**src/rtl/cjmp_pkg.sv**
```systemverilog
package cjmp_pkg;

    typedef enum logic [3:0] {
        ST_F1, ST_F2, ST_F3, ST_F4,
        ST_L1, ST_L2, ST_L3,
        ST_H1, ST_H2, ST_H3
    } seq_state_e;

    typedef enum logic [1:0] {
        SEL_ZERO  = 2'd0,
        SEL_CARRY = 2'd1,
        SEL_PAR   = 2'd2,
        SEL_SIGN  = 2'd3
    } flag_sel_e;

    localparam int FLAG_N   = 4;
    localparam int FLAG_Z   = 0;
    localparam int FLAG_CY  = 1;
    localparam int FLAG_PAR = 2;
    localparam int FLAG_SGN = 3;

    function automatic logic is_cond_jump(input logic [7:0] op);
        return (op[7:6] == 2'b11) && (op[2:0] == 3'b010);
    endfunction

endpackage

```
**src/rtl/cjmp_cond.sv**
```systemverilog
module cjmp_cond
    import cjmp_pkg::*;
(
    input  logic [2:0]        code_i,
    input  logic [FLAG_N-1:0] flags_i,
    output logic              hit_o
);
    // code[2:1] picks the flag, code[0] picks the polarity that passes.
    logic picked;

    always_comb begin
        unique case (flag_sel_e'(code_i[2:1]))
            SEL_ZERO:  picked = flags_i[FLAG_Z];
            SEL_CARRY: picked = flags_i[FLAG_CY];
            SEL_PAR:   picked = flags_i[FLAG_PAR];
            SEL_SIGN:  picked = flags_i[FLAG_SGN];
            default:   picked = 1'b0;
        endcase
        hit_o = (picked == code_i[0]);
    end

endmodule

```
**src/rtl/cjmp_pc.sv**
```systemverilog
module cjmp_pc #(
    parameter int ADDR_W = 16
) (
    input  logic              clk,
    input  logic              rst_n,
    input  logic              step_one_i,
    input  logic              step_two_i,
    input  logic              load_i,
    input  logic [ADDR_W-1:0] load_val_i,
    output logic [ADDR_W-1:0] pc_o
);
    always_ff @(posedge clk) begin
        if (!rst_n) begin
            pc_o <= '0;
        end else if (load_i) begin
            pc_o <= load_val_i;
        end else if (step_two_i) begin
            pc_o <= pc_o + ADDR_W'(2);
        end else if (step_one_i) begin
            pc_o <= pc_o + ADDR_W'(1);
        end
    end

    // the sequencer never requests two program-counter actions at once
    a_r2_one_pc_action: assert property (@(posedge clk) disable iff (!rst_n)
        $onehot0({step_one_i, step_two_i, load_i}))
        else $error("a_r2_one_pc_action");

endmodule

```
**src/rtl/cjmp_cnt.sv**
```systemverilog
module cjmp_cnt #(
    parameter int TS_W = 4,
    parameter int MC_W = 2
) (
    input  logic            clk,
    input  logic            rst_n,
    input  logic            mc_end_i,
    input  logic            instr_end_i,
    input  logic            took_i,
    output logic            done_o,
    output logic            taken_o,
    output logic [MC_W-1:0] mcyc_o,
    output logic [TS_W-1:0] tstate_o
);
    logic [TS_W-1:0] ts_q;
    logic [MC_W-1:0] mc_q;

    always_ff @(posedge clk) begin
        if (!rst_n) begin
            ts_q     <= '0;
            mc_q     <= '0;
            done_o   <= 1'b0;
            taken_o  <= 1'b0;
            mcyc_o   <= '0;
            tstate_o <= '0;
        end else begin
            done_o <= instr_end_i;
            if (instr_end_i) begin
                tstate_o <= ts_q + TS_W'(1);
                mcyc_o   <= mc_q + MC_W'(1);
                taken_o  <= took_i;
                ts_q     <= '0;
                mc_q     <= '0;
            end else begin
                ts_q <= ts_q + TS_W'(1);
                if (mc_end_i) begin
                    mc_q <= mc_q + MC_W'(1);
                end
            end
        end
    end

    // the completion pulse never lasts two clocks
    a_r8_done_single: assert property (@(posedge clk) disable iff (!rst_n)
        done_o |=> !done_o)
        else $error("a_r8_done_single");

    // no instruction runs past ten states
    a_r6_ts_bound: assert property (@(posedge clk) disable iff (!rst_n)
        ts_q <= TS_W'(9))
        else $error("a_r6_ts_bound");

endmodule

```
**src/rtl/cjmp_seq.sv**
```systemverilog
module cjmp_seq
    import cjmp_pkg::*;
#(
    parameter int DATA_W = 8,
    parameter int ADDR_W = 16,
    parameter int MC_W   = 2,
    parameter int TS_W   = 4
) (
    input  logic              clk,
    input  logic              rst_n,
    input  logic [DATA_W-1:0] rd_data_i,
    input  logic [FLAG_N-1:0] flags_i,
    output logic [ADDR_W-1:0] addr_o,
    output logic              rd_o,
    output logic              fetch_o,
    output logic              done_o,
    output logic              taken_o,
    output logic [MC_W-1:0]   mcyc_o,
    output logic [TS_W-1:0]   tstate_o
);
    localparam int TGT_W = 2 * DATA_W;

    seq_state_e state_q, state_d;

    logic [DATA_W-1:0] op_q, lo_q;
    logic              cond_q;
    logic              hit;
    logic              op_is_jump;

    logic cap_op, cap_lo, cap_cond;
    logic mc_end, instr_end, took;
    logic pc_step1, pc_step2, pc_load;
    logic [ADDR_W-1:0] target;

    assign op_is_jump = is_cond_jump(op_q);
    assign target     = ADDR_W'({rd_data_i, lo_q});

    // ---------------- state register ----------------
    always_ff @(posedge clk) begin
        if (!rst_n) begin
            state_q <= ST_F1;
        end else begin
            state_q <= state_d;
        end
    end

    // ---------------- next state ----------------
    always_comb begin
        state_d = state_q;
        unique case (state_q)
            ST_F1: state_d = ST_F2;
            ST_F2: state_d = ST_F3;
            ST_F3: state_d = ST_F4;
            ST_F4: state_d = op_is_jump ? ST_L1 : ST_F1;
            ST_L1: state_d = ST_L2;
            ST_L2: state_d = ST_L3;
            ST_L3: state_d = cond_q ? ST_H1 : ST_F1;
            ST_H1: state_d = ST_H2;
            ST_H2: state_d = ST_H3;
            ST_H3: state_d = ST_F1;
            default: state_d = ST_F1;
        endcase
    end

    // ---------------- outputs and controls ----------------
    always_comb begin
        fetch_o   = 1'b0;
        rd_o      = 1'b0;
        cap_op    = 1'b0;
        cap_lo    = 1'b0;
        cap_cond  = 1'b0;
        mc_end    = 1'b0;
        instr_end = 1'b0;
        took      = 1'b0;
        pc_step1  = 1'b0;
        pc_step2  = 1'b0;
        pc_load   = 1'b0;
        unique case (state_q)
            ST_F1: fetch_o = 1'b1;
            ST_F2: begin
                fetch_o = 1'b1;
                rd_o    = 1'b1;
            end
            ST_F3: begin
                fetch_o = 1'b1;
                rd_o    = 1'b1;
                cap_op  = 1'b1;
            end
            ST_F4: begin
                fetch_o   = 1'b1;
                cap_cond  = 1'b1;
                pc_step1  = 1'b1;
                mc_end    = 1'b1;
                instr_end = !op_is_jump;
            end
            ST_L1: ;
            ST_L2: rd_o = 1'b1;
            ST_L3: begin
                rd_o      = 1'b1;
                cap_lo    = 1'b1;
                mc_end    = 1'b1;
                pc_step1  = cond_q;
                pc_step2  = !cond_q;
                instr_end = !cond_q;
            end
            ST_H1: ;
            ST_H2: rd_o = 1'b1;
            ST_H3: begin
                rd_o      = 1'b1;
                pc_load   = 1'b1;
                mc_end    = 1'b1;
                instr_end = 1'b1;
                took      = 1'b1;
            end
            default: ;
        endcase
    end

    // ---------------- captured operands ----------------
    always_ff @(posedge clk) begin
        if (!rst_n) begin
            op_q   <= '0;
            lo_q   <= '0;
            cond_q <= 1'b0;
        end else begin
            if (cap_op)   op_q   <= rd_data_i;
            if (cap_lo)   lo_q   <= rd_data_i;
            if (cap_cond) cond_q <= hit;
        end
    end

    cjmp_cond u_cond (
        .code_i  (op_q[5:3]),
        .flags_i (flags_i),
        .hit_o   (hit)
    );

    cjmp_pc #(.ADDR_W(ADDR_W)) u_pc (
        .clk        (clk),
        .rst_n      (rst_n),
        .step_one_i (pc_step1),
        .step_two_i (pc_step2),
        .load_i     (pc_load),
        .load_val_i (target),
        .pc_o       (addr_o)
    );

    cjmp_cnt #(.TS_W(TS_W), .MC_W(MC_W)) u_cnt (
        .clk         (clk),
        .rst_n       (rst_n),
        .mc_end_i    (mc_end),
        .instr_end_i (instr_end),
        .took_i      (took),
        .done_o      (done_o),
        .taken_o     (taken_o),
        .mcyc_o      (mcyc_o),
        .tstate_o    (tstate_o)
    );

    // a jump fetch is always followed by the low-byte read at the next address
    a_r5_low_after_jump: assert property (@(posedge clk) disable iff (!rst_n)
        (state_q == ST_F4 && op_is_jump)
        |=> (state_q == ST_L1 && addr_o == $past(addr_o) + ADDR_W'(1)))
        else $error("a_r5_low_after_jump");

    // a failed test skips the high byte and lands two past the low operand
    a_r7_skip_high: assert property (@(posedge clk) disable iff (!rst_n)
        (state_q == ST_L3 && !cond_q)
        |=> (state_q == ST_F1 && addr_o == $past(addr_o) + ADDR_W'(2)))
        else $error("a_r7_skip_high");

    // after the high-byte read the fetch address is the assembled target
    a_r6_target: assert property (@(posedge clk) disable iff (!rst_n)
        (state_q == ST_H3)
        |=> (addr_o == ADDR_W'({$past(rd_data_i), lo_q})))
        else $error("a_r6_target");

    // reported counts are one of the three legal instruction shapes
    a_r8_counts: assert property (@(posedge clk) disable iff (!rst_n)
        done_o |-> ((mcyc_o == MC_W'(1) && tstate_o == TS_W'(4)  && !taken_o) ||
                    (mcyc_o == MC_W'(2) && tstate_o == TS_W'(7)  && !taken_o) ||
                    (mcyc_o == MC_W'(3) && tstate_o == TS_W'(10) &&  taken_o)))
        else $error("a_r8_counts");

    // done appears only in the first fetch clock
    a_r8_done_at_f1: assert property (@(posedge clk) disable iff (!rst_n)
        done_o |-> (state_q == ST_F1))
        else $error("a_r8_done_at_f1");

endmodule

```
**config.mk**
```make
export PLATFORM = sky130hd
export DESIGN_NAME = cjmp_seq
export DESIGN_NICKNAME = d
export VERILOG_FILES = /design/src/rtl/cjmp_pkg.sv /design/src/rtl/cjmp_cond.sv /design/src/rtl/cjmp_pc.sv /design/src/rtl/cjmp_cnt.sv /design/src/rtl/cjmp_seq.sv
export SDC_FILE = /design/constraint.sdc
export NUM_CORES = 1
export LEC_CHECK = 0
export BUFFER_PORTS_ARGS = -buffer_cell sky130_fd_sc_hd__buf_2
export CORE_MARGIN = 8
export CORE_UTILIZATION = 45
export DETAILED_ROUTE_END_ITERATION = 8
export MAX_ROUTING_LAYER = met4
export PLACE_DENSITY = 0.66
export SYNTH_ARGS = -nofsm -noshare
export SYNTH_HDL_FRONTEND = slang
export SYNTH_SLANG_ARGS = --single-unit
```
**constraint.sdc**
```tcl
create_clock -name clk -period 1.9 [get_ports clk]
set_input_delay 0.38 -clock clk [delete_from_list [all_inputs] [get_ports clk]]
set_output_delay 0.38 -clock clk [all_outputs]
set_load 0.02 [all_outputs]
```
* Word level (Yosys, flattened, before mapping) *
Index checks and enable logic that the tools add are counted.

cells by class
  add/sub/neg operators = 4
  $mul = 0
  div/mod/pow operators = 0
  magnitude comparators = 0
  equality and inequality tests = 15
  shifts and indexed selects = 0
  mux-type cells = 17
  bitwise gates (word level) = 1
  reductions and logical operators = 10

operators with widths
  cell                                                                    count
  16-bit two-way mux                                                      3
  4-bit one-hot mux with 9 select lines                                   1
  16-bit by 1-bit adder with 16-bit output (second input constant)        1
  16-bit by 2-bit adder with 16-bit output (second input constant)        1
  4-bit by 3-bit equality test with 1-bit output (second input constant)  4
  4-bit by 2-bit equality test with 1-bit output (second input constant)  2
  4-bit equality test (second input constant)                             2
  1-bit two-way mux                                                       8
  2-bit equality test (second input constant)                             3
  3-bit two-way mux                                                       2
  6-bit OR reduction                                                      1
  4-bit by 1-bit adder with 4-bit output (second input constant)          1
  4-bit by 1-bit equality test with 1-bit output (second input constant)  1
  4-bit zero test                                                         1
  1-bit one-hot mux with 4 select lines                                   1
  4-bit OR reduction                                                      1
  3-bit by 2-bit equality test with 1-bit output (second input constant)  1
  1-bit one-hot mux with 3 select lines                                   1
  3-bit nonzero test                                                      1
  3-bit OR reduction                                                      1
  2-bit by 1-bit adder with 2-bit output (second input constant)          1
  2-bit by 1-bit equality test with 1-bit output (second input constant)  1
  1-bit zero test                                                         2
  2-bit zero test                                                         1
  other kinds (5)                                                         5

word-level totals
  bits in registers = 51
  bits in latches = 0
  RAM bits = 0
  bits in read-only memories = 0
  bits of input ports = 14
  memories kept = 0

* Logic depth before layout (Yosys ltp) *
Gate-level depths: netlist of run 1.

  depth after elaboration = 5
  mapped depth = 7
  gate-level depth less buffers = 6

* Hierarchy *
Synthesis of run 1 repeated with hierarchy kept, for this count alone.

second synthesis, totals
  cell total of the unflattened synthesis = 276
  area total of the unflattened synthesis = 2446.1 um^2

modules (own cells, without submodules)
  module     instances  cells an instance  area each (um^2)  sequential area each (um^2)
  cjmp_seq   1          118                988.4             420.4
  cjmp_pc    1          109                928.4             320.3
  cjmp_cnt   1          47                 498.0             280.3
  cjmp_cond  1          2                  31.3              0.0

* Worst setup path after synthesis of run 1 *
Ideal clock, no wire load.

  path kind = register to register
  start = reg state_q[2]
  end = reg u_cnt.mcyc_o[1]
  setup time = 0.117 ns
  data arrival time = 1.699 ns
  required time = 1.783 ns
  setup slack = 0.084 ns
  cell stages (with the launch flop) = 8
  period minus slack after synthesis = 1.816 ns
  path through = dfxtp_1 buf_4 nor2_1 and3_1 a21oi_1 and2_1 buf_2 a22o_1

on the way
  cells in the longest elaborated chain, start to end = 2

RTL lines
  item                                         line            RTL
  start: declaration                           cjmp_seq.sv:23  seq_state_e state_q, state_d;
  start signal: assignment                     cjmp_seq.sv:43  state_q <= state_d;
  4-bit equality test (tied with other cells)  cjmp_seq.sv:78  unique case (state_q)
  1-bit one-hot mux with 3 select lines *      cjmp_seq.sv:78
  end signal: assignment                       cjmp_cnt.sv:30  mcyc_o <= mc_q + MC_W'(1);
  end: declaration                             cjmp_cnt.sv:12  output logic [MC_W-1:0] mcyc_o,

Every way passes the cells marked *; elsewhere a longest branch is shown, timed or not.
A chain may end at the register's enable or synchronous reset.

* Final worst setup path of run 1 *
  start = reg cond_q
  end = reg u_pc.pc_o[9]

on the way
  cells in the longest elaborated chain, start to end = 4

RTL lines
  item                      line             RTL
  start: declaration        cjmp_seq.sv:26   logic cond_q;
  start signal: assignment  cjmp_seq.sv:128  if (cap_cond) cond_q <= hit;
  1-bit zero test           cjmp_seq.sv:103  pc_step2 = !cond_q;
  1-bit two-way mux         cjmp_seq.sv:78
  16-bit two-way mux        cjmp_pc.sv:17    end else if (step_two_i) begin
  16-bit two-way mux        cjmp_pc.sv:15    end else if (load_i) begin
  end signal: assignment    cjmp_pc.sv:16    pc_o <= load_val_i;
  end signal: assignment    cjmp_pc.sv:18    pc_o <= pc_o + ADDR_W'(2);
  end signal: assignment    cjmp_pc.sv:20    pc_o <= pc_o + ADDR_W'(1);
  end: declaration          cjmp_pc.sv:10    output logic [ADDR_W-1:0] pc_o

Several ways; a longest one is shown, not always the timed one.

==> out/qor.csv, run 1 <==
metric,value,unit
status,"complete, no violations",
Worst-Margin Slew,0.440,ns
Worst Setup Start Kind,flip-flop,
Layout Nets,349,
CP Buf/Inv Count,1,
CP Max Fanout,7,
CTS sink count,51,
PwrDens,717,nW/um2
layout cells sized above 1,23.7,%
"top cells by area, synth","dfxtp_1, nand2_1, a21oi_1",
DR DRC count,0,
DP Area,2780,um2
worst skew pair latency,0.30,ns
P&R area growth vs syn,19.0,%
Clock Tree Buf Depth,2,
clock root cell,clkbuf_8,
Worst Hold Class,primary input to flip-flop,
# IOs,40,
vias in the first global route,2094,
Worst EP arrival,2.04,ns
via count,2227,
grt ovf,0,
die area,8030,um2
Sum Neg Setup Slack,0,ns
CP max stage cell,dfxtp_1,
final hold slack,0.330,ns
routability-driven placement congestion ratio,0.854,
Core Rows,27,
DRT Pass-1 Iters,4,
Post-Syn Area per Cell,8.62,um2
Post-synth top flop,dfxtp_1,
Post-synth EDFFs,0,
final std cells w/o fill,405,
Routed Antenna Nets,0,
Yosys top cell by area,dfxtp_1,
Placeable Area,5370,um2
Die W,89.6,um
Routed WL,6320,um
area of the multi-input gates,1310,um2
top-area cell type share of the netlist area,41.9,%
IO Port Bufs,39,
Post-Syn Nets,300,
post-synthesis sequential area ratio,41.9,%
Iteration-0 DRC Markers,180,
fin util,54.0,%
most frequent cells after synthesis,"dfxtp_1, nand2_1, a21oi_1, o21ai_0, nor2_1",
TritonCTS clock tree,built,
Fin Clk Skew,0.00536,ns
peak supply drop,0.384,mV
Worst setup EP type,flip-flop,
Max Cap Violations,0,
Fill cells,497,
Final setup violation count,0,
Total GRT Usage,17.1,%
first-pass GRT wire length,10400,um
Worst Setup Path Type,flip-flop to flip-flop,
Max transition margin,70.6,%
Post-Syn Instances,283,
total leakage power,1.11,nW
dpl hpwl,4830,um
largest net degree at the start of global routing,22,
YS warnings,0,
Tmin final,1.81,ns
most frequent cell after synthesis,dfxtp_1,
initial antenna violation count,0,
async set-reset flop share out of synthesis,0,%
final cycle utilization of the critical path,95.1,%
unrepaired setup endpoints after global routing,no,
Pins Over Slew Limit,0,
critical-path cell list,inv_1 > a21oi_1 > nor2_1 > a311o_1 > a31oi_1,
post-DR wirelength/cell,15.6,um
clk slew on worst S/H paths,0.09,ns
die height,89.6,um
fmax,0.553,GHz
Placed Instances,397,
H-tree depth,2,
largest delay contributor family on the critical path,compound AO/OA/AOI/OAI gates,
# diodes,0,
delay of the slowest critical-path stage,0.49,ns
Initial Util,45.4,%
Final Hold Fails,0,
"FF+latch count, synth",51,
CTS Buf Count,5,
fin area,2900,um2
Syn Std Cell Area,2440,um2
drt via density,5.50,
Synth cell types,56,
worst path required time,2.13,ns
register area,1020,um2
through the flow:
stage                     setup slack [ns]  total power [mW]
final                               0.0933              2.08
after global placement              0.0569              1.32
after CTS                           0.0329              2.10
after detailed placement            0.0634              1.33
after global routing              0.000645              2.17
after floorplan                     0.0845              1.25
routing by layer:
layer / GRT usage [%] / share of wire (%) / vias to the layer above
met2: 26.7 / 46 / 61
li1: - / - / 1116
met3: 2.55 / 5.3 / 4
met1: 22.4 / 47 / 1046
met5: - / 0 / -
met4: 4.53 / 0.73 / 0
where the power goes:
part           switching, mW  leakage (nW)  internal, mW  total, mW
Combinational          0.107         0.633        0.0727      0.180
Clock                  0.354        0.0612         0.427      0.781
Sequential            0.0248         0.414          1.09       1.12
Total                  0.486          1.11          1.59       2.08
layout by cell type (no fill, tap or decap), drive strengths merged, types with 2 or more instances in the layout:
cell type,instances
nand4,2
xor2,6
a211oi,5
buf,58
a22oi,3
inv,7
and2,5
or3,3
a21o,2
a21oi,30
nor3b,4
nor4,3
nand2,43
nor2b,3
nand4bb,2
nand2b,3
a22o,3
and3,4
nor3,7
a31oi,2
o2bb2ai,4
clkbuf,6
xnor2,7
a221oi,2
nand3,8
nand4b,3
mux2i,3
ha,3
nor2,15
dfxtp,51
o21ai,17
worst min-delay path: stages:
cell	delay [ns]
buf_2	0.11
nand2_1	0.05
a21oi_1	0.05
kinds of logic (layout without fill, tap and decap cells):
kind of cell             after synthesis  in the layout  share of synthesized area [%]
buffers and inverters                 23             73                           4.57
adder cells (fa/ha/maj)                3              3                           1.54
flip-flops                            51             51                           41.9
AO/OA/AOI/OAI                         79             79                           21.2
AND/OR/NAND/NOR                      110            110                           24.0
multiplexers                           4              4                           2.15
XOR/XNOR                              13             13                           4.67
state kept, by name, indices dropped and copies added (netlist names):
register        cells
cond_q              1
lo_q                8
op_q                8
state_q             4
u_cnt.done_o        1
u_cnt.mc_q          2
u_cnt.mcyc_o        2
u_cnt.taken_o       1
u_cnt.ts_q          4
u_cnt.tstate_o      4
u_pc.pc_o          16
layout make-up:
type                            instances  share of cell area [%]
Multi-Input combinational cell        209                    45.0
Clock buffer                            6                    2.84
Tap cell                               72                    3.10
Timing Repair Buffer                   58                    11.6
Inverter                                7                   0.905
Sequential cell                        51                    35.3
Clock inverter                          2                    1.21
timing repair:
| item | in CTS | in global routing |
|---|---|---|
| setup endpoints to repair | 0 | 19 |
| buffers inserted | 0 | 0 |
| gates resized for setup | 0 | 4 |
| hold buffers | 0 | 0 |
worst paths after layout:
path	endpoint	startpoint	cells past startpoint	slack (ns)
max	u_pc.pc_o[9]	cond_q	5	0.09
min	lo_q[0]	rd_data_i[0]	3	0.33
max reg2reg	u_pc.pc_o[9]	cond_q	5	0.09
min reg2reg	lo_q[7]	lo_q[7]	2	0.46
(Power assumes the default switching activity.)
==> inputs of run 2 (changes only) <==
--- a/config.mk
+++ b/config.mk
@@ -13,4 +13,5 @@
 export PLACE_DENSITY = 0.66
 export SYNTH_ARGS = -nofsm -noshare
 export SYNTH_HDL_FRONTEND = slang
+export SYNTH_HIERARCHICAL = 1
 export SYNTH_SLANG_ARGS = --single-unit
==> run 2 against run 1 <==
Compared with the run above: the run now ends with negative setup slack left; sequential power about the same; combinational power grew 2%; non-clock buffer count up 15; routed wire length is 4.4% lower; total power up 0.34%; die area is 0.25% higher; critical path depth rose by 3; final cell count grew 2.0%; setup slack worse by 0.26 ns; global-route usage is 1.6 points lower.
==> out/qor.csv, run 2 <==
metric,value,unit
status,finished with violations,
failing checks,negative setup slack,
IO Port Bufs,39,
fin area,3140,um2
vias in the first global route,2142,
top-area cell type share of the netlist area,41.7,%
Final Hold Fails,0,
unrepaired setup endpoints after global routing,yes,
PwrDens,665,nW/um2
final cycle utilization of the critical path,109,%
Layout Nets,357,
Yosys top cell by area,dfxtp_1,
DRT Pass-1 Iters,4,
# diodes,0,
DP Area,2890,um2
Initial Util,45.5,%
critical-path cell list,buf_6 > and4bb_1 > nand2_2 > nand2_4 > o211ai_4 > or4_4 > o31a_1 > o311a_1,
Fill cells,479,
total leakage power,1.33,nW
Worst Setup Start Kind,flip-flop,
"top cells by area, synth","dfxtp_1, nand2_1, o21ai_0",
Worst Hold Class,primary input to flip-flop,
Worst EP arrival,2.27,ns
Worst setup EP type,flip-flop,
largest family of logic cells by synthesized area,simple AND/OR/NAND/NOR gates,
Place WS,-0.220,ns
mux contribution to synthesized area,2.56,%
die area,8050,um2
register area,1030,um2
Psw,483,uW
hold endpoint,op_q[3],
Clock Tree Buf Depth,2,
Post-synth top flop,dfxtp_1,
Post-Syn Nets,293,
xor/xnor share of the synthesized area,5.73,%
via count,2189,
Placed Instances,400,
post-synthesis compound-gate area fraction,19.5,%
worst skew pair latency,0.31,ns
TritonCTS clock tree,built,
Synth cell types,47,
Comb pwr share,8.8,%
worst reg2reg endpoint,u_pc/pc_o[14],
"FF+latch count, synth",51,
Pins Over Slew Limit,0,
max reg flops,16,
Total GRT Usage,15.4,%
Worst Setup Path Type,flip-flop to flip-flop,
Placeable Area,5370,um2
Post-synth EDFFs,0,
dpl hpwl,4280,um
largest registers,"u_pc/pc_o (16), lo_q (8), op_q (8)",
highest-count cells in the layout ignoring fill and taps,"nand2_1, dfxtp_1, buf_2, buf_4, o21ai_0",
sequential fraction of design power,53.3,%
Hold Crit Start,rd_data_i[3],
Worst-Margin Slew,0.599,ns
initial antenna violation count,0,
largest delay contributor family on the critical path,simple AND/OR/NAND/NOR gates,
peak supply drop,0.323,mV
Core Rows,27,
die height,89.7,um
fmax,0.485,GHz
Die W,89.7,um
most frequent cell after synthesis,dfxtp_1,
routability-driven placement congestion ratio,0.851,
post-DR wirelength/cell,14.6,um
Biggest register,u_pc/pc_o,
most frequent cells after synthesis,"dfxtp_1, nand2_1, o21ai_0, nor2b_1",
RR Startpoint,state_q[0],
CP Max Fanout,6,
Max Cap Violations,0,
final std cells w/o fill,413,
CP max stage cell,or4_4,
clk slew on worst S/H paths,0.09,ns
DR DRC count,0,
area of the multi-input gates,1420,um2
Routed WL,6050,um
largest net degree at the start of global routing,39,
grt ovf,0,
worst path required time,2.11,ns
YS warnings,6,
switching share of power,23.2,%
clock root cell,clkbuf_8,
P&R area growth vs syn,28.3,%
Max transition margin,60.0,%
CTS sink count,51,
Syn Std Cell Area,2450,um2
layout cells sized above 1,30.8,%
# IOs,40,
delay of the slowest critical-path stage,0.46,ns
R2R Setup Slk,-0.16,ns
Post-CTS Hold Fix Bufs,0,
Post-Syn Instances,276,
Pint,1.60,mW
Tmin final,2.06,ns
Post-Synth Simple-Gate Area,23.7,%
Hold Path Stages,3,
Final setup violation count,7,
CTS Buf Count,5,
CP Buf/Inv Count,1,
Fin Clk Skew,0.00549,ns
Worst R2R Path Depth,8,
async set-reset flop share out of synthesis,0,%
Iteration-0 DRC Markers,122,
share of total power in the clock network,37.9,%
setup ws final,-0.163,ns
drt via density,5.30,
Routed Antenna Nets,0,
Synth Area in Adders,1.53,%
Post-Syn Area per Cell,8.86,um2
post-synthesis sequential area ratio,41.7,%
first-pass GRT wire length,10300,um
H-tree depth,2,
## run 2: changes by cell type after synthesis, sizes merged, moves of 4 or more
cell,delta
a21oi,-21
a21boi,+17
nor2b,+8
nand2,+6
o211a,+6
a211oi,-5
nor2,-5
nor3,-4
o2bb2ai,-4
## run 2: power by group through the flow
stage / Clock (mW) / Combinational, mW / Sequential (mW)
floorplan: 0 / 0.107 / 1.14
global placement: 0 / 0.177 / 1.13
detailed placement: 0 / 0.180 / 1.14
CTS: 0.811 / 0.183 / 1.11
global route: 0.845 / 0.204 / 1.12
finish: 0.791 / 0.184 / 1.11
## run 2: layer usage
layer / track usage (%) / wire length (um) / vias up
li1: - / - / 1098
met1: 18.5 / 2800 / 1037
met2: 24.4 / 2910 / 43
met3: 3.16 / 185 / 11
met4: 7.19 / 153 / 0
met5: - / 0 / -
## run 2: cell families after synthesis
| logic type | Yosys count |
|---|---|
| xor gates and xnor gates | 16 |
| DFF | 51 |
| adders and majority gates | 3 |
| AOI/OAI and AO/OA | 67 |
| and+or+nand+nor | 110 |
| buffers and inverters | 24 |
| muxes | 5 |
## run 2: metrics by stage
| step | hold slack [ns] | utilization (%) | setup TNS, ns | power (mW) |
|---|---|---|---|---|
| after global placement | 0.438 | 53.8 | -0.431 | 1.31 |
| final | 0.339 | 58.4 | -0.681 | 2.09 |
| after detailed placement | 0.444 | 53.8 | -0.748 | 1.32 |
| after CTS | 0.320 | 57.5 | -0.708 | 2.11 |
| after floorplan | 0.430 | - | -1.00 | 1.25 |
| after global routing | 0.339 | 58.4 | -1.39 | 2.17 |
## run 2: layout make-up
type                       instances  area share, %
clock buffer                       6           2.63
clock inverter                     2           1.12
inverter                           8          0.957
multi-input combinational        201           45.3
sequential                        51           32.7
tap                               72           2.87
timing repair buffer              73           14.5
## run 2: worst max-delay path by stage
stage / startpoint / end / slack, ns / cells past startpoint
floorplan: state_q[2] / u_pc/pc_o[14] / -0.28 / 9
global placement: state_q[3] / u_pc/pc_o[14] / -0.17 / 6
detailed placement: state_q[3] / u_pc/pc_o[14] / -0.22 / 6
CTS: state_q[0] / u_pc/pc_o[14] / -0.17 / 8
global route: state_q[0] / u_pc/pc_o[13] / -0.25 / 8
finish: state_q[0] / u_pc/pc_o[14] / -0.16 / 8
## run 2: repair_timing
| item | in CTS | in global routing |
|---|---|---|
| setup buffers | 5 | 0 |
| pin swaps | 7 | 7 |
| setup endpoints to repair | 5 | 12 |
| gates resized for setup | 6 | 9 |
## run 2: worst reg2reg max path: cells and delay by family, from the launching register on
family	cells	cell delay, ns
and+or+nand+nor	4	0.90
AOI/OAI and AO/OA	3	0.63
DFF	1	0.34
buffers and inverters	1	0.11
